===== config.mk =====
export PLATFORM = sky130hd
export DESIGN_NAME = wsctx_seq
export DESIGN_NICKNAME = d
export VERILOG_FILES = /design/src/rtl/ctx_pkg.sv /design/src/rtl/ctx_vector.sv /design/src/rtl/ctx_arch_regs.sv /design/src/rtl/ctx_seq_fsm.sv /design/src/rtl/wsctx_seq.sv
export SDC_FILE = /design/constraint.sdc
export NUM_CORES = 1
export LEC_CHECK = 0
export BUFFER_PORTS_ARGS = -buffer_cell sky130_fd_sc_hd__clkbuf_2
export CAP_MARGIN = 20
export CORE_MARGIN = 5
export CORE_UTILIZATION = 44
export CTS_CLUSTER_SIZE = 40
export DETAILED_ROUTE_END_ITERATION = 10
export GPL_ROUTABILITY_DRIVEN = 0
export PLACE_DENSITY = 0.73
export SLEW_MARGIN = 20
export SYNTH_ARGS = -nofsm -noshare
export SYNTH_HDL_FRONTEND = slang
export SYNTH_SLANG_ARGS = --single-unit

===== constraint.sdc =====
create_clock -name clk -period 7.4 [get_ports clk]
set_input_delay 0 -clock clk [delete_from_list [all_inputs] [get_ports clk]]
set_output_delay 0 -clock clk [all_outputs]
set_load 0.02 [all_outputs]

===== src/rtl/ctx_pkg.sv =====
package ctx_pkg;

    typedef enum logic [2:0] {
        OP_SWAP_WS  = 3'd0,
        OP_RETURN   = 3'd1,
        OP_EXTOP    = 3'd2,
        OP_IRQ      = 3'd3,
        OP_RESTART  = 3'd4,
        OP_CALL     = 3'd5
    } ctx_op_e;

    localparam logic [2:0] OP_LAST = 3'd5;

    typedef enum logic [3:0] {
        S_IDLE,
        S_VEC_WP,
        S_VEC_PC,
        S_SV_WP,
        S_SV_PC,
        S_SV_ST,
        S_SV_LINK,
        S_LD_WP,
        S_LD_PC,
        S_LD_ST,
        S_LINK,
        S_COMMIT
    } ctx_state_e;

    // status word layout used by the sequencer
    localparam int ST_XOP_BIT = 9;
    localparam int MASK_W     = 4;

endpackage


===== src/rtl/ctx_vector.sv =====
module ctx_vector
    import ctx_pkg::*;
#(
    parameter int            W         = 16,
    parameter int            CNT_W     = 4,
    parameter logic [W-1:0]  XOP_BASE  = 16'h0040,
    parameter logic [W-1:0]  IRQ_BASE  = 16'h0000,
    parameter logic [W-1:0]  RESTART_V = 16'hFFFC
) (
    input  logic [2:0]       op_i,
    input  logic [W-1:0]     opnd_i,
    input  logic [CNT_W-1:0] cnt_i,
    output logic [W-1:0]     vec_o
);

    // each vector entry is two words, four bytes
    logic [W-1:0] slot_off;
    assign slot_off = W'({cnt_i, 2'b00});

    always_comb begin
        if (op_i == OP_EXTOP)
            vec_o = XOP_BASE + slot_off;
        else if (op_i == OP_IRQ)
            vec_o = IRQ_BASE + slot_off;
        else if (op_i == OP_RESTART)
            vec_o = RESTART_V;
        else
            vec_o = opnd_i;
    end

endmodule


===== src/rtl/ctx_arch_regs.sv =====
module ctx_arch_regs #(
    parameter int W = 16
) (
    input  logic         clk,
    input  logic         rst_n,
    input  logic         commit_i,
    input  logic [W-1:0] new_pc_i,
    input  logic [W-1:0] new_wp_i,
    input  logic [W-1:0] new_st_i,
    output logic [W-1:0] pc_o,
    output logic [W-1:0] wp_o,
    output logic [W-1:0] st_o
);

    always_ff @(posedge clk or negedge rst_n) begin
        if (!rst_n) begin
            pc_o <= '0;
            wp_o <= '0;
            st_o <= '0;
        end else if (commit_i) begin
            pc_o <= new_pc_i;
            wp_o <= new_wp_i;
            st_o <= new_st_i;
        end
    end

endmodule


===== src/rtl/ctx_seq_fsm.sv =====
module ctx_seq_fsm
    import ctx_pkg::*;
#(
    parameter int W        = 16,
    parameter int CNT_W    = 4,
    parameter int LINK_REG = 11,
    parameter int SAVE_REG = 13
) (
    input  logic             clk,
    input  logic             rst_n,
    input  logic             start_i,
    input  logic [2:0]       op_i,
    input  logic [W-1:0]     opnd_i,
    input  logic [CNT_W-1:0] cnt_i,
    input  logic [W-1:0]     vec_i,
    input  logic [W-1:0]     pc_i,
    input  logic [W-1:0]     wp_i,
    input  logic [W-1:0]     st_i,
    input  logic [W-1:0]     mem_rdata_i,
    input  logic             mem_ready_i,
    output logic [W-1:0]     mem_addr_o,
    output logic             mem_rd_o,
    output logic             mem_wr_o,
    output logic [W-1:0]     mem_wdata_o,
    output logic             commit_o,
    output logic [W-1:0]     new_pc_o,
    output logic [W-1:0]     new_wp_o,
    output logic [W-1:0]     new_st_o,
    output logic             busy_o
);

    localparam logic [W-1:0] OFF_LINK = W'(2 * LINK_REG);
    localparam logic [W-1:0] OFF_SWP  = W'(2 * SAVE_REG);
    localparam logic [W-1:0] OFF_SPC  = W'(2 * (SAVE_REG + 1));
    localparam logic [W-1:0] OFF_SST  = W'(2 * (SAVE_REG + 2));

    ctx_state_e   state, nxt;
    ctx_op_e      op_q;
    logic [W-1:0] opnd_q, vec_q, nwp_q, npc_q, nst_q;
    logic [W-1:0] st_calc;
    logic [MASK_W-1:0] irq_mask;
    logic         accept;

    assign accept = (state == S_IDLE) && start_i && (op_i <= OP_LAST);

    // new interrupt mask is one below the accepted level, floor zero
    assign irq_mask = (cnt_i == '0) ? '0 : MASK_W'(cnt_i - 1'b1);

    always_comb begin
        st_calc = st_i;
        if (op_i == OP_EXTOP)
            st_calc[ST_XOP_BIT] = 1'b1;
        else if (op_i == OP_IRQ)
            st_calc[MASK_W-1:0] = irq_mask;
    end

    // state register
    always_ff @(posedge clk or negedge rst_n) begin
        if (!rst_n) state <= S_IDLE;
        else        state <= nxt;
    end

    // next-state logic
    always_comb begin
        nxt = state;
        unique case (state)
            S_IDLE: begin
                if (accept) begin
                    if (op_i == OP_RETURN)    nxt = S_LD_WP;
                    else if (op_i == OP_CALL) nxt = S_LINK;
                    else                      nxt = S_VEC_WP;
                end
            end
            S_VEC_WP:  if (mem_ready_i) nxt = S_VEC_PC;
            S_VEC_PC:  if (mem_ready_i) nxt = S_SV_WP;
            S_SV_WP:   if (mem_ready_i) nxt = S_SV_PC;
            S_SV_PC:   if (mem_ready_i) nxt = S_SV_ST;
            S_SV_ST:   if (mem_ready_i) nxt = (op_q == OP_EXTOP) ? S_SV_LINK : S_COMMIT;
            S_SV_LINK: if (mem_ready_i) nxt = S_COMMIT;
            S_LD_WP:   if (mem_ready_i) nxt = S_LD_PC;
            S_LD_PC:   if (mem_ready_i) nxt = S_LD_ST;
            S_LD_ST:   if (mem_ready_i) nxt = S_COMMIT;
            S_LINK:    if (mem_ready_i) nxt = S_COMMIT;
            S_COMMIT:  nxt = S_IDLE;
            default:   nxt = S_IDLE;
        endcase
    end

    // operand capture and words gathered along the sequence
    always_ff @(posedge clk or negedge rst_n) begin
        if (!rst_n) begin
            op_q   <= OP_SWAP_WS;
            opnd_q <= '0;
            vec_q  <= '0;
            nwp_q  <= '0;
            npc_q  <= '0;
            nst_q  <= '0;
        end else if (accept) begin
            op_q   <= ctx_op_e'(op_i);
            opnd_q <= opnd_i;
            vec_q  <= vec_i;
            nwp_q  <= wp_i;
            npc_q  <= (op_i == OP_CALL) ? opnd_i : pc_i;
            nst_q  <= st_calc;
        end else if (mem_ready_i) begin
            unique case (state)
                S_VEC_WP, S_LD_WP: nwp_q <= mem_rdata_i;
                S_VEC_PC, S_LD_PC: npc_q <= mem_rdata_i;
                S_LD_ST:           nst_q <= mem_rdata_i;
                default: ;
            endcase
        end
    end

    // outputs
    always_comb begin
        mem_addr_o  = '0;
        mem_rd_o    = 1'b0;
        mem_wr_o    = 1'b0;
        mem_wdata_o = '0;
        commit_o    = 1'b0;
        unique case (state)
            S_IDLE: ;
            S_VEC_WP: begin
                mem_addr_o = vec_q;
                mem_rd_o   = 1'b1;
            end
            S_VEC_PC: begin
                mem_addr_o = vec_q + W'(2);
                mem_rd_o   = 1'b1;
            end
            S_SV_WP: begin
                mem_addr_o  = nwp_q + OFF_SWP;
                mem_wr_o    = 1'b1;
                mem_wdata_o = wp_i;
            end
            S_SV_PC: begin
                mem_addr_o  = nwp_q + OFF_SPC;
                mem_wr_o    = 1'b1;
                mem_wdata_o = pc_i;
            end
            S_SV_ST: begin
                mem_addr_o  = nwp_q + OFF_SST;
                mem_wr_o    = 1'b1;
                mem_wdata_o = st_i;
            end
            S_SV_LINK: begin
                mem_addr_o  = nwp_q + OFF_LINK;
                mem_wr_o    = 1'b1;
                mem_wdata_o = opnd_q;
            end
            S_LD_WP: begin
                mem_addr_o = wp_i + OFF_SWP;
                mem_rd_o   = 1'b1;
            end
            S_LD_PC: begin
                mem_addr_o = wp_i + OFF_SPC;
                mem_rd_o   = 1'b1;
            end
            S_LD_ST: begin
                mem_addr_o = wp_i + OFF_SST;
                mem_rd_o   = 1'b1;
            end
            S_LINK: begin
                mem_addr_o  = wp_i + OFF_LINK;
                mem_wr_o    = 1'b1;
                mem_wdata_o = pc_i;
            end
            S_COMMIT: commit_o = 1'b1;
            default: ;
        endcase
    end

    assign new_pc_o = npc_q;
    assign new_wp_o = nwp_q;
    assign new_st_o = nst_q;
    assign busy_o   = (state != S_IDLE);

endmodule


===== src/rtl/wsctx_seq.sv =====
module wsctx_seq
    import ctx_pkg::*;
#(
    parameter int           W         = 16,
    parameter int           CNT_W     = MASK_W,
    parameter int           LINK_REG  = 11,
    parameter int           SAVE_REG  = 13,
    parameter logic [W-1:0] XOP_BASE  = 16'h0040,
    parameter logic [W-1:0] IRQ_BASE  = 16'h0000,
    parameter logic [W-1:0] RESTART_V = 16'hFFFC
) (
    input  logic             clk,
    input  logic             rst_n,
    input  logic             start_i,
    input  logic [2:0]       op_i,
    input  logic [W-1:0]     addr_i,
    input  logic [CNT_W-1:0] cnt_i,
    output logic [W-1:0]     mem_addr_o,
    output logic             mem_rd_o,
    output logic             mem_wr_o,
    output logic [W-1:0]     mem_wdata_o,
    input  logic [W-1:0]     mem_rdata_i,
    input  logic             mem_ready_i,
    output logic [W-1:0]     pc_o,
    output logic [W-1:0]     wp_o,
    output logic [W-1:0]     st_o,
    output logic             busy_o,
    output logic             done_o
);

    logic [W-1:0] vec;
    logic [W-1:0] new_pc, new_wp, new_st;
    logic         commit;

    ctx_vector #(
        .W(W), .CNT_W(CNT_W), .XOP_BASE(XOP_BASE),
        .IRQ_BASE(IRQ_BASE), .RESTART_V(RESTART_V)
    ) u_vec (
        .op_i   (op_i),
        .opnd_i (addr_i),
        .cnt_i  (cnt_i),
        .vec_o  (vec)
    );

    ctx_seq_fsm #(
        .W(W), .CNT_W(CNT_W), .LINK_REG(LINK_REG), .SAVE_REG(SAVE_REG)
    ) u_fsm (
        .clk         (clk),
        .rst_n       (rst_n),
        .start_i     (start_i),
        .op_i        (op_i),
        .opnd_i      (addr_i),
        .cnt_i       (cnt_i),
        .vec_i       (vec),
        .pc_i        (pc_o),
        .wp_i        (wp_o),
        .st_i        (st_o),
        .mem_rdata_i (mem_rdata_i),
        .mem_ready_i (mem_ready_i),
        .mem_addr_o  (mem_addr_o),
        .mem_rd_o    (mem_rd_o),
        .mem_wr_o    (mem_wr_o),
        .mem_wdata_o (mem_wdata_o),
        .commit_o    (commit),
        .new_pc_o    (new_pc),
        .new_wp_o    (new_wp),
        .new_st_o    (new_st),
        .busy_o      (busy_o)
    );

    ctx_arch_regs #(.W(W)) u_regs (
        .clk      (clk),
        .rst_n    (rst_n),
        .commit_i (commit),
        .new_pc_i (new_pc),
        .new_wp_i (new_wp),
        .new_st_i (new_st),
        .pc_o     (pc_o),
        .wp_o     (wp_o),
        .st_o     (st_o)
    );

    assign done_o = commit;

endmodule


==> results of run 1 <==
-- final cells by class --
class,count,area [sq um]
fill,2055,10700
multi-input combinational,937,6160
sequential,135,3380
timing repair buffer,183,1160
clock buffer,21,460
tap,285,357
clock inverter,11,125
inverter,13,48.8
-- worst max-delay path by stage --
stage,slack (ps),end,start,cells after the start
after global placement,3580,mem_addr_o[14],u_fsm.state[3],11
after floorplan,3980,mem_addr_o[11],u_fsm.state[2],12
after CTS,2980,mem_addr_o[11],u_fsm.state[1],11
after global routing,2760,mem_addr_o[11],u_fsm.state[1],11
final,2800,mem_addr_o[11],u_fsm.state[1],11
after detailed placement,3450,mem_addr_o[11],u_fsm.state[1],11
-- cells in the mapped netlist, types with 4 or more instances --
cell type,number,area (sq um)
sky130_fd_sc_hd__nand2_1,197,739
sky130_fd_sc_hd__dfrtp_1,135,3380
sky130_fd_sc_hd__o21ai_0,88,440
sky130_fd_sc_hd__clkbuf_1,79,297
sky130_fd_sc_hd__mux2i_1,75,751
sky130_fd_sc_hd__mux2_2,71,800
sky130_fd_sc_hd__nor2_1,68,255
sky130_fd_sc_hd__a21oi_1,60,300
sky130_fd_sc_hd__xnor2_1,41,359
sky130_fd_sc_hd__nand3_1,38,190
sky130_fd_sc_hd__nor3_1,26,130
sky130_fd_sc_hd__a222oi_1,20,200
sky130_fd_sc_hd__nor4_1,20,125
sky130_fd_sc_hd__xor2_1,17,149
sky130_fd_sc_hd__a221oi_1,16,140
sky130_fd_sc_hd__a22oi_1,14,105
sky130_fd_sc_hd__nand4_1,14,87.6
sky130_fd_sc_hd__inv_1,13,48.8
sky130_fd_sc_hd__o211ai_1,13,97.6
sky130_fd_sc_hd__o22ai_1,13,81.3
sky130_fd_sc_hd__or3_1,13,81.3
sky130_fd_sc_hd__nor2b_1,12,75.1
sky130_fd_sc_hd__a211oi_1,11,82.6
sky130_fd_sc_hd__buf_1,11,41.3
sky130_fd_sc_hd__buf_2,11,55.1
sky130_fd_sc_hd__and3_1,9,56.3
sky130_fd_sc_hd__or4_1,8,60.1
sky130_fd_sc_hd__nand2b_1,7,43.8
sky130_fd_sc_hd__o221ai_1,7,61.3
sky130_fd_sc_hd__a221o_1,6,60.1
sky130_fd_sc_hd__a21o_1,5,37.5
sky130_fd_sc_hd__ha_1,5,62.6
sky130_fd_sc_hd__a21boi_0,4,30.0
sky130_fd_sc_hd__a22o_1,4,35.0
sky130_fd_sc_hd__a31oi_1,4,25.0
sky130_fd_sc_hd__nor3b_1,4,30.0
sky130_fd_sc_hd__o31ai_1,4,30.0
-- flip-flops by register name, summed over array words and instances (netlist names) --
signal and cells:
u_fsm.state 4, u_fsm.new_wp_o 16, u_regs.pc_o 16, u_fsm.op_q 3
u_fsm.new_pc_o 16, u_fsm.new_st_o 16, u_regs.st_o 16, u_fsm.opnd_q 16
u_regs.wp_o 16, u_fsm.vec_q 16
-- worst max-delay path: cells and delay by family (launching register included) --
family,cells,cell delay (ps)
fa+ha+maj,1,320
mux,1,280
xor+xnor,1,170
flops,1,890
buf+inv,2,510
simple gates,4,1350
compound gates,2,640
-- repair_timing --
action,in CTS,in global routing
endpoints found under the hold margin,150,0
hold buffers,37,0
gates resized for setup,0,0
-- logic make-up (layout without fill, tap and decap cells) --
family | after synthesis | count (layout)
flops | 135 | 135
simple gates | 432 | 432
buf+inv | 116 | 228
fa+ha+maj | 5 | 5
mux | 147 | 147
xor+xnor | 58 | 58
compound gates | 295 | 295
-- routing by layer --
metal | share of wire | routed length (microns) | GRT usage
met5 | 0 | 0 | 0
met4 | 0.029 | 985 | 0.0884
met3 | 0.11 | 3670 | 0.0647
met2 | 0.46 | 15400 | 0.401
met1 | 0.41 | 13700 | 0.342
-- stage by stage --
step	util	setup slack (ps)	total power, mW
2_1_floorplan	-	3980	3.34
3_3_place_gp	0.478	3580	4.17
3_5_place_dp	0.478	3450	4.23
4_1_cts	0.521	2980	5.09
5_1_grt	0.521	2760	5.46
6_report	0.521	2800	5.14
-- power breakdown --
| group | internal [mW] | switching (mW) | total [mW] |
|---|---|---|---|
| clock network | 0.513 | 0.316 | 0.829 |
| logic | 1.03 | 1.55 | 2.58 |
| registers | 1.08 | 0.651 | 1.73 |
| total | 2.62 | 2.52 | 5.14 |
-- placed cells by master (no fill, tap or decap), types with 6 or more instances in the layout --
master	n
sky130_fd_sc_hd__nor2_1	65
sky130_fd_sc_hd__nor2b_1	12
sky130_fd_sc_hd__a21oi_1	59
sky130_fd_sc_hd__buf_4	20
sky130_fd_sc_hd__nand2b_1	7
sky130_fd_sc_hd__xnor2_1	41
sky130_fd_sc_hd__mux2i_1	75
sky130_fd_sc_hd__dlygate4sd3_1	37
sky130_fd_sc_hd__clkbuf_16	17
sky130_fd_sc_hd__inv_1	13
sky130_fd_sc_hd__or4_1	8
sky130_fd_sc_hd__nor3_1	25
sky130_fd_sc_hd__nand2_1	196
sky130_fd_sc_hd__xor2_1	17
sky130_fd_sc_hd__dfrtp_1	135
sky130_fd_sc_hd__o21ai_0	88
sky130_fd_sc_hd__a222oi_1	20
sky130_fd_sc_hd__a221o_1	6
sky130_fd_sc_hd__mux2_2	71
sky130_fd_sc_hd__nand3_1	38
sky130_fd_sc_hd__o211ai_1	13
sky130_fd_sc_hd__nand4_1	14
sky130_fd_sc_hd__a221oi_1	16
sky130_fd_sc_hd__or3_1	13
sky130_fd_sc_hd__nor4_1	20
sky130_fd_sc_hd__o22ai_1	13
sky130_fd_sc_hd__a211oi_1	11
sky130_fd_sc_hd__clkbuf_2	125
sky130_fd_sc_hd__a22oi_1	14
sky130_fd_sc_hd__o221ai_1	7
sky130_fd_sc_hd__and3_1	9
==> results, run 1 <==
- The run finished with clean final reports.
- The sequential cell area fraction in the yosys report is 0.339.
- The share of the clock period used by the worst path is 0.622.
- The average wire length per cell after detail routing is 21.3 microns.
- The top-level I/O count is 127.
- The maximum fanout along the worst path is 27.
- The tree is rooted in a sky130_fd_sc_hd__clkbuf_16.
- The flip-flop and latch count after synthesis is 135.
- Entering global routing, the biggest net connects 87 pins.
- The leakage power summed over all cells is 5.32 nW.
- Detailed routing inserted a total of 10,100 vias.
- Setup violations remaining at the end of the flow were counted as 0.
- On the worst path, the slowest cell contributes a delay of 890 ps.
- After the flow finishes, the layout carries non-filler instances totaling approximately 1,600.
- Measured along the y axis, the die boundary spans 160 microns.
- For this run, the top clock speed supported by timing is 217 MHz.
- The largest family of logic cells by synthesized area is simple AND/OR/NAND/NOR gates.
- The register-to-register setup slack is around 4100 ps.
- At the end of the flow, the number of nets in the layout was 1,335.
- The data required time of the worst path is ~7400 ps.
- Dividing the synthesized area by the synthesized cell count gives 8.38 sq um.
- The endpoint with the worst hold slack is u_fsm.vec_q[4].
- For this design, the slowest cell found on the critical path is sky130_fd_sc_hd__dfrtp_1.
- The layout cell share with drive strength beyond 1 is 0.203.
- The number of synthesized flops with an enable pin is 0.
- The mapped cell area is 9960 sq um.
- The worst hold margin is 8.45 ps.
- Yosys printed 0 warnings.
- The count of antenna-violating nets left after detailed routing is 0.
- Clock tree synthesis found a total of 135 sinks.
- The worst register-to-register path has a depth of 5.
- Measured against its own limit, the worst slew margin works out to 0.262.
- Before antenna repair, the detailed router went through 9 iterations.
- Summed over all nets, the half-perimeter wirelength after detailed placement is 22,800 microns.
- The count of buffers inserted at the top-level ports is 126.
- In this run the power density over the cells is 439 nW/um^2.
- The total routed wirelength is 33,800 microns.
- The floorplan step defined a die boundary enclosing 25,700 sq um.
- The critical path capture point type is an output port.
- Buffers inserted during clock tree synthesis total 17.
- STA puts the critical path data arrival time at about 4600 ps.
- The adder-cell share of the synthesized area is 0.00628.
- The post-CTS setup repair buffer count is 0.
- For this run, the total global-route usage over all layers was measured as 0.255.
- The summed negative setup slack over all endpoints is 0 ps.
- The initial utilization of the core area, before any placement, comes to 0.444.
- The H-tree was split into 4 levels.
- The path class of the lowest-slack min-delay path is in -> reg.
- The buffer depth of the longest clock path is 2.
- The worst setup path is of the reg -> out kind.
- The source of the worst hold timing path is cnt_i[2].
- The endpoint identified for the worst register-to-register timing path is u_fsm.new_wp_o[10].
- The clock period minus worst slack is 4600 ps.
- The max-slew violation count is 0.
- Across the run, the number of max-cap violations was 0.
- The number of global-route vias before repair is 9,679.
- The cell count after synthesis is 1,188.
- The compound-gate portion of the synthesized area came to 0.196.
- The worst hold path stage count is 3.
- The area growth from synthesis to layout is 17.4%.
- The number of antenna violations at the first check in global routing is 0.
- For the pin with the worst max-slew slack, the measured transition is 1100 ps.
- The clock-pin slew on the worst setup and hold paths is 60 ps.
- The repair_antennas step left the layout with diodes totalling 0.
- The first global-routing pass estimated 53,400 microns of wire.
- The number of placed instances, taps included, is 1,516.
- The core region is 22,400 sq um.
- Using the TritonRoute via totals, the vias-per-cell ratio works out to 6.38.
- Walking the worst path, the cells encountered are nand4bb_1 -> buf_4 -> mux2i_1 -> ha_1 -> nor3b_1 -> nor3_1 -> xor2_1 -> a222oi_1 -> o21ai_0 -> or3_1 -> clkbuf_2.
- Of the total synthesized cell area, the portion taken by XOR and XNOR cells is 0.0510.
- Setup repair after global routing left no endpoint under its margin.
- The count of final hold-check violations is 0.
- The dominant synthesized flop cell is sky130_fd_sc_hd__dfrtp_1.
- The post-synthesis mux area share is 0.158.
- The number of violations reported at the end of detailed-routing iteration 0 is 1,459.
- Global routing finished with a remaining overflow of 0.
- After synthesis, the netlist uses 65 different library cells.
- The TritonCTS clock tree is built.
- Between clock sinks in the finished design, the worst skew comes to 6.74 ps.
- The clock latency on the worst-skew pair is around 420 ps.
- Of the total synthesized cell area, the portion taken by AND, OR, NAND and NOR gates is 0.204.
- Row generation in the floorplan step produced 55 rows.
- After detailed routing, the number of remaining DRC violations is 0.
- The nature of the critical path startpoint is a register.
- After synthesis, the share of flip-flops with an asynchronous set or reset is 1.00.
- In this run the critical register-to-register path is launched from u_fsm.state[0].
- Counting every net in the synthesized netlist gives about 1,200.
- The cell area reported after detailed placement is 10,700 sq um.
- Summing all non-filler instances in the final layout gives an area of 11,700 sq um.
- The die span in x is 160 microns.
- The worst IR drop on VDD is 0.251 mV.
(Power assumes the default switching activity.)
==> run 2: changes to the inputs <==
--- a/config.mk
+++ b/config.mk
@@ -5,6 +5,7 @@
 export SDC_FILE = /design/constraint.sdc
 export NUM_CORES = 1
 export LEC_CHECK = 0
+export ABC_AREA = 1
 export BUFFER_PORTS_ARGS = -buffer_cell sky130_fd_sc_hd__clkbuf_2
 export CAP_MARGIN = 20
 export CORE_MARGIN = 5
@@ -12,7 +13,7 @@
 export CTS_CLUSTER_SIZE = 40
 export DETAILED_ROUTE_END_ITERATION = 10
 export GPL_ROUTABILITY_DRIVEN = 0
-export PLACE_DENSITY = 0.73
+export PLACE_DENSITY = 0.76
 export SLEW_MARGIN = 20
 export SYNTH_ARGS = -nofsm -noshare
 export SYNTH_HDL_FRONTEND = slang
==> constraint.sdc (replaced) <==
create_clock -name clk -period 3.7 [get_ports clk]
set_input_delay 0 -clock clk [delete_from_list [all_inputs] [get_ports clk]]
set_output_delay 0 -clock clk [all_outputs]
set_load 0.02 [all_outputs]
==> results, run 2 <==
- The count of final setup violators is 0 (unchanged).
- The number of global-route vias before repair is 10,100 (+4.0%).
- The max-slew violation count is 0 (unchanged).
- The die span in x is 155 microns (-3.5%).
- The average wire length per cell after detail routing is 19.7 microns (-7.8%).
- The area share of the leading cell type in the synthesized netlist is 0.366 (+0.0270).
- The count of final hold-check violations came to 0 (unchanged).
- The count of standard-cell rows is 53 (-3.6%).
- The post-layout net count came to 1,590 (+19%).
- The total track usage is 0.295 (+0.0405).
- The switching portion of total power is 0.515 (+0.0247).
- Among cell families on the critical path, the largest total delay comes from simple AND/OR/NAND/NOR gates.
- The count of distinct cell types in the synthesized netlist is 39 (-40%).
- The global-route wire length before repair came to 55,400 microns (+3.8%).
- Setup repair after global routing left no endpoint under its margin.
- The combinational share of power came to 0.525 (+0.023).
- The dominant synthesized flop cell is sky130_fd_sc_hd__dfrtp_1.
- The highest clock frequency the design can meet is 310 MHz.
- The maximum fanout along the worst path is 42 (+56%).
- The leakage power summed over all cells is 5.47 nW (+2.8%).
- The number of diodes added for antenna fixing is 0 (unchanged).
- The cell count after synthesis was 1,409 (+19%).
- The sequential fraction of design power came to 0.289 (-0.047).
- The total routed wirelength is 36,000 microns (+6.4%).
- The post-route clock skew is 7.31 ps (+0.575 ps).
- The synthesized net count was 1,457 (+18%).
- The most numerous cell in the Yosys netlist is sky130_fd_sc_hd__nand2_1.
- The maximum number of pins on one net before global-route repair is 78 (-10%).
- The post-cts repair resize count is 0 (unchanged).
- The number of violations reported at the end of detailed-routing iteration 0 is 1,252 (-14%).
- STA classifies the critical path endpoint as an output port.
- The share of the clock period used by the worst path is 0.873.
- Counting I/O delays and the setup requirement, the final critical path takes 3230 ps.
- The top-level I/O count is 127 (unchanged).
- The post-route worst setup slack is 471 ps (-2330 ps).
- The detailed-route via count is 10,800 (+6.6%).
- The worst slew margin relative to its limit came to 0.290 (+0.0286).
- The number of synthesis warnings is 0 (unchanged).
- The area enclosed by the die boundary is 24,000 sq um (-6.9%).
- The largest total area in the synthesized netlist belongs to sky130_fd_sc_hd__dfrtp_1.
- The summed negative setup slack over all endpoints is 0 ps (unchanged).
- The effective utilization at floorplan is 0.443 (-0.000862).
- The post-CTS setup repair buffer count is 0 (unchanged).
- The part of the total power dissipated in the clock network is 0.187 (+0.026).
- The number of buffers created by CTS is 17 (unchanged).
- Leaving out fill and tap cells, the most frequent cell in the layout is sky130_fd_sc_hd__nand2_1.
- After synthesis, the cell types taking the most area are sky130_fd_sc_hd__dfrtp_1 (37%), sky130_fd_sc_hd__nand2_1 (22%), sky130_fd_sc_hd__o21ai_0 (6.9%).
- The largest stage delay on the critical path is 430 ps (-460 ps).
- The clock sink count is 135 (unchanged).
- The post-synthesis average cell area is 6.55 sq um (-22%).
- The number of antenna violations at the first check in global routing is 0 (unchanged).
- The HPWL after detailed placement is 26,800 microns (+17%).
- The nature of the critical path startpoint is a register.
- TritonCTS built the clock tree.
- The number of violations of the max-capacitance limit is 0 (unchanged).
- The number of buffers and inverters on the critical path is 3 (+1).
- The flip-flop and latch count after synthesis is 135 (unchanged).
- The count of hold-fix buffers inserted at cts was 25 (-32%).
- The type of the setup path with the least slack is reg -> out.
- The cell chosen for the clock root is sky130_fd_sc_hd__clkbuf_16.
- The top cell types in the final layout, fill and taps aside, are sky130_fd_sc_hd__nand2_1 (550), sky130_fd_sc_hd__dfrtp_1 (135), sky130_fd_sc_hd__inv_1 (132), sky130_fd_sc_hd__o21ai_0 (127), sky130_fd_sc_hd__clkbuf_2 (125).
- The sequential cell area fraction in the yosys report is 0.366 (+0.0270).
- The flow ran to the end, and the final reports show no timing, DRC or antenna violations.
- The path class of the tightest hold or removal check is in -> reg.
- By instance count, the cell type seen most on the critical path is sky130_fd_sc_hd__nand2_1.
- The count of buffers inserted at the top-level ports came to 126 (unchanged).
- The worst IR drop on VDD came to 0.433 mV (+72%).
- The slew of the pin with the lowest slew margin is 1060 ps (-36.6 ps).
- The worst setup timing slack at the placement stage is 995 ps (-2450 ps).
- The number of search-and-repair iterations in the first detailed-routing pass is 9 (unchanged).
- The count of antenna-violating nets left after detailed routing is 0 (unchanged).
- The data required time of the worst path is 3700 ps (-3700 ps).
- The clock latency on the worst-skew pair is 420 ps (about the same).
- The cell-internal power is 4.70 mW (+80%).
- The via count normalized by instance count is 5.90 (-7.6%).
- The layout cell share with drive strength beyond 1 is 0.142 (-0.0609).
- The mapped cell area came to 9220 sq um (-7.4%).
- Sorting the synthesized cells by how often they occur yields sky130_fd_sc_hd__nand2_1 (550), sky130_fd_sc_hd__dfrtp_1 (135), sky130_fd_sc_hd__inv_1 (132), sky130_fd_sc_hd__o21ai_0 (127), sky130_fd_sc_hd__nor2_1 (100).
- Relative to the synthesized area, the layout overhead comes to 19.0%.
- The DRC violation count after routing is 0 (unchanged).
- The buffer depth of the longest clock path is 2 (unchanged).
- The ratio of total power to cell area is 884 nW/um^2 (+100%).
- The placeable core region is 20,800 sq um (-7.2%).
- The total number of H-tree levels was 4 (unchanged).
- The slowest stage of the critical path belongs to the cell sky130_fd_sc_hd__dfrtp_1.
- The data arrival time of the critical path is 3230 ps (-1370 ps).
- The aggregate global routing overflow is 0 (unchanged).
- The number of synthesized flops with an enable pin is 0 (unchanged).
- The clock-pin slew on the worst setup and hold paths is 60 ps (about the same).
- The height of the die is 155 microns (-3.5%).
- Traced cell by cell, the critical path runs through inv_2 -> nor2_8 -> nand2_2 -> nand2_1 -> o21ai_1 -> ha_1 -> inv_1 -> nand3_1 -> nand2_1 -> nand2_1 -> nor2_2 -> nand2_1 -> nand2_1 -> nand3_1 -> nand2_1 -> nor2_1 -> nand2_1 -> clkbuf_2.
- The fraction of synthesis flops using an asynchronous set or reset pin is 1.00 (unchanged).
- The switching power came to 5.00 mW (+98%).
==> run 2: cell count changes after synthesis, moves of 17 or more <==
cell,change
sky130_fd_sc_hd__o21ai_1,+27
sky130_fd_sc_hd__mux2_2,-71
sky130_fd_sc_hd__nand3_1,+29
sky130_fd_sc_hd__nor2_1,+32
sky130_fd_sc_hd__xnor2_1,-39
sky130_fd_sc_hd__o21ai_0,+39
sky130_fd_sc_hd__o2111ai_1,+17
sky130_fd_sc_hd__nand2_1,+353
sky130_fd_sc_hd__inv_1,+119
sky130_fd_sc_hd__a222oi_1,-20
sky130_fd_sc_hd__nor4_1,-20
sky130_fd_sc_hd__a21oi_1,-32
sky130_fd_sc_hd__mux2i_1,-75
sky130_fd_sc_hd__clkbuf_1,-50
==> run 2: power by group through the flow <==
stage / sequential [mW] / clock, mW / combinational, mW
6_report: 2.80 / 1.81 / 5.09
3_5_place_dp: 2.77 / 0 / 4.94
3_3_place_gp: 2.76 / 0 / 4.84
4_1_cts: 2.75 / 1.81 / 4.99
2_1_floorplan: 2.76 / 0 / 3.11
5_1_grt: 2.84 / 1.87 / 5.54
==> run 2: kinds of logic after synthesis <==
kind of cell	synth area share
AO/OA/AOI/OAI	0.195
adder cells (fa/ha/maj)	0.00678
AND/OR/NAND/NOR	0.343
buffers and inverters	0.0838
XOR/XNOR	0.00570
flip-flops	0.366
==> run 2: routing by layer <==
metal / vias to the layer above / share of wire / track usage
li1: 4908 / - / -
met5: - / 0 / 0
met2: 772 / 0.43 / 0.442
met4: 0 / 0.068 / 0.169
met3: 166 / 0.12 / 0.0618
met1: 4944 / 0.39 / 0.398
==> run 2: worst paths after layout <==
check	slack (ps)	start	to	cells past startpoint
worst max-delay path	470	u_fsm.state[3]	mem_addr_o[11]	18
worst min-delay path	30	cnt_i[3]	u_fsm.vec_q[5]	3
worst max register to register	1030	u_fsm.state[2]	u_fsm.new_pc_o[1]	8
worst min register to register	480	u_fsm.new_st_o[10]	u_regs.st_o[10]	2
max in group asynchronous	2630	rst_n	u_regs.wp_o[15]	3
min in group asynchronous	150	rst_n	u_regs.pc_o[11]	2
==> run 2: layout make-up <==
type                    count  area, sq um
clock buffers              19          443
multi-input cells        1078         5100
repair buffers            166         1000
inverters                 144          541
well taps                 275          344
flip-flops and latches    135         3380
clock inverters            12          176
fillers                  2051         9840
==> run 2: worst min-delay path, stage by stage <==
cell and delay (ps):
sky130_fd_sc_hd__clkbuf_2 140, sky130_fd_sc_hd__o221ai_1 170, sky130_fd_sc_hd__o21ai_0 100
==> run 2: through the flow <==
| stage | hold slack, ps | instance area, sq um | util | power (mW) | instances |
|---|---|---|---|---|---|
| floorplan | -296 | 9220 | - | 5.87 | 1409 |
| global placement | 81.9 | 10100 | 0.485 | 7.60 | 1773 |
| detailed placement | 78.7 | 10100 | 0.485 | 7.70 | 1773 |
| CTS | 3.22 | 11000 | 0.527 | 9.55 | 1829 |
| global route | 22.0 | 11000 | 0.527 | 10.3 | 1829 |
| finish | 25.9 | 11000 | 0.527 | 9.70 | 1829 |
==> run 3: changes to the inputs <==
--- a/config.mk
+++ b/config.mk
@@ -5,7 +5,7 @@
 export SDC_FILE = /design/constraint.sdc
 export NUM_CORES = 1
 export LEC_CHECK = 0
-export ABC_AREA = 1
+export ABC_AREA = 0
 export BUFFER_PORTS_ARGS = -buffer_cell sky130_fd_sc_hd__clkbuf_2
 export CAP_MARGIN = 20
 export CORE_MARGIN = 5
@@ -13,6 +13,7 @@
 export CTS_CLUSTER_SIZE = 40
 export DETAILED_ROUTE_END_ITERATION = 10
 export GPL_ROUTABILITY_DRIVEN = 0
+export GPL_TIMING_DRIVEN = 1
 export PLACE_DENSITY = 0.76
 export SLEW_MARGIN = 20
 export SYNTH_ARGS = -nofsm -noshare
==> results, run 3 (synthesized netlist as in run 1, its figures left out) <==
- The DRC violation count after routing is 0 (unchanged).
- The run finished with clean final reports.
- The clock sink count came to 135 (unchanged).
- Leaving out fill and tap cells, the most frequent cells in the layout are sky130_fd_sc_hd__nand2_1 (196), sky130_fd_sc_hd__dfrtp_1 (135), sky130_fd_sc_hd__clkbuf_2 (125), sky130_fd_sc_hd__o21ai_0 (88), sky130_fd_sc_hd__mux2i_1 (74).
- The source of the worst hold timing path is cnt_i[2].
- The cell area reported after detailed placement came to 10,900 sq um (+8.2%).
- The number of violations reported at the end of detailed-routing iteration 0 is 1,563 (+25%).
- Routed signal wires occupy layers up through met4.
- The clock latency on the worst-skew pair was 430 ps (about the same).
- Walking the worst path, the cells encountered are nand4bb_2 -> mux2i_1 -> ha_1 -> buf_4 -> nor3b_1 -> buf_4 -> or4_1 -> a21oi_1 -> xnor2_1 -> o22ai_1 -> or3_1 -> clkbuf_2.
- The count of buffers inserted at the top-level ports is 126 (unchanged).
- The global-route wire length before repair is 54,900 microns (-0.87%).
- The endpoint with the worst hold slack is u_fsm.vec_q[4].
- The total number of H-tree levels came to 4 (unchanged).
- The clock-pin slew on the worst setup and hold paths came to 60 ps (about the same).
- The total track usage is 0.261 (-0.0345).
- The final standard cell utilization of the core is 0.532 (+0.00524).
- The slew of the pin with the lowest slew margin was 1080 ps (+15.0 ps).
- The worst setup path is launched from a register.
- The most common cell after layout, fill and taps aside is sky130_fd_sc_hd__nand2_1.
- The count of final hold-check violations is 0 (unchanged).
- The highest clock frequency the design can meet is 277 MHz (-10%).
- The worst IR drop on VDD came to 0.549 mV (+27%).
- In this run the worst setup path begins at u_fsm.state[2].
- The amount of wire on met2 after detailed routing is 15,800 microns (+2.5%).
- The layout cell share with drive strength beyond 1 is 0.221 (+0.0786).
- The post-route clock skew was 8.90 ps (+1.58 ps).
- The data required time of the worst path is 3700 ps (about the same).
- The placeable core region is 22,400 sq um (+7.7%).
- The count of standard-cell rows was 55 (+3.8%).
- The post-CTS setup repair buffer count came to 0 (unchanged).
- The top-level I/O count is 127 (unchanged).
- The die span in x was 160 microns (+3.6%).
- The path class of the tightest hold or removal check is in -> reg.
- The TritonCTS clock tree is built.
- The post-layout net count is 1,363 (-14%).
- The number of violations of the max-capacitance limit is 0 (unchanged).
- The worst setup path is captured at an output port.
- The count of final setup violators came to 0 (unchanged).
- The clock period minus worst slack is 3610 ps (+378 ps).
- The detailed-route via count is 10,400 (-3.7%).
- The buffer depth of the longest clock path is 2 (unchanged).
- The average wire length per cell after detail routing is 21.5 microns (+9.2%).
- The maximum number of pins on one net before global-route repair was 112 (+44%).
- On the critical path, the stage with the largest delay is an instance of sky130_fd_sc_hd__dfrtp_1.
- The type of the setup path with the least slack is reg -> out.
- The via count normalized by instance count is 6.45 (+9.3%).
- The area enclosed by the die boundary came to 25,700 sq um (+7.4%).
- The height of the die is 160 microns (+3.6%).
- The number of cells on the worst reg-to-reg path is 5 (-3).
- The aggregate global routing overflow is 0 (unchanged).
- The maximum fanout along the worst path is 7 (-83%).
- The largest stage delay on the critical path came to 440 ps (about the same).
- The data arrival time of the critical path is 3610 ps (+380 ps).
- The worst slew margin relative to its limit is 0.274 (-0.0159).
- The number of antenna violations at the first check in global routing is 0 (unchanged).
- Relative to the synthesized area, the layout overhead comes to 20.0%.
- The cell chosen for the clock root is sky130_fd_sc_hd__clkbuf_16.
- The endpoint identified for the worst register-to-register timing path is u_regs.st_o[3].
- The max-slew violation count is 0 (unchanged).
- The number of diodes added for antenna fixing is 0 (unchanged).
- The count of antenna-violating nets left after detailed routing is 0 (unchanged).
- The post-route worst setup slack was 92.9 ps (-378 ps).
- The number of search-and-repair iterations in the first detailed-routing pass is 8 (-1).
- The number of buffers created by CTS was 17 (unchanged).
- Setup repair after global routing could not meet its margin everywhere.
- The summed negative setup slack over all endpoints is 0 ps (unchanged).
- The register-to-register setup slack was 980 ps (-50 ps).
- The dominant cell type by count on the critical path is sky130_fd_sc_hd__buf_4.
- The reg-to-reg startpoint is u_fsm.state[3].
- The effective utilization at floorplan came to 0.444 (+0.000862).
- The total routed wirelength is 34,700 microns (-3.7%).
- The routed wire length on met3 is 3580 microns (-14%).
- The ratio of total power to cell area is 884 nW/um^2 (about the same).
- The leakage power summed over all cells is 5.46 nW (-0.12%).
- The share of the clock period used by the worst path was 0.975 (+0.102).
- The worst hold path stage count is 3 (unchanged).
- The worst setup timing slack at the placement stage is 574 ps (-421 ps).
- The number of global-route vias before repair is 9,957 (-1.1%).
- The wire length on met1 is 14,100 microns (+0.69%).
- The HPWL after detailed placement came to 23,600 microns (-12%).
- The area of all placed cells without fillers is 11,900 sq um (+8.8%).
-- run 3: final cells by class --
class / instances / area (sq um)
repair buffers: 211 / 1390
clock inverters: 10 / 119
clock buffers: 21 / 480
inverters: 13 / 48.8
multi-input cells: 937 / 6170
fillers: 1967 / 10500
flip-flops and latches: 135 / 3380
well taps: 285 / 357
-- run 3: per-stage QoR --
stage	power, mW	std cells	hold slack [ps]
floorplan	6.67	1188	-296
global placement	8.49	1542	205
detailed placement	8.64	1542	217
CTS	10.4	1612	31.2
global route	11.2	1612	60.2
finish	10.6	1612	39.6
-- run 3: critical path: cells and delay by family, from the launching register on --
kind | cells | cell delay [ps]
buffers and inverters | 3 | 530
adders and majority gates | 1 | 240
DFF | 1 | 440
AOI/OAI and AO/OA | 2 | 280
xor gates and xnor gates | 1 | 140
and+or+nand+nor | 4 | 1350
muxes | 1 | 200
-- run 3: what timing repair did --
item	in CTS	in global routing
hold endpoints to repair	190	0
hold buffers	39	0
setup endpoints to repair	0	3
resized for setup	0	3
-- run 3: worst max path at each step --
stage / endpoint / slack (ps) / cells after the start
2_1_floorplan: mem_addr_o[11] / 280 / 12
3_3_place_gp: mem_addr_o[14] / 640 / 12
3_5_place_dp: mem_addr_o[13] / 570 / 12
4_1_cts: mem_addr_o[13] / 120 / 12
5_1_grt: mem_addr_o[13] / -2 / 12
6_report: mem_addr_o[13] / 90 / 12
-- run 3: power breakdown --
part | total, mW | switching, mW | internal [mW]
combinational | 5.74 | 3.54 | 2.20
clock | 1.72 | 0.660 | 1.06
sequential | 3.10 | 0.939 | 2.16
-- run 3: metal layers --
layer | GRT usage | vias up
met4 | 0.0997 | 0
li1 | - | 4632
met3 | 0.0531 | 118
met5 | 0 | -
met2 | 0.407 | 664
met1 | 0.358 | 4982
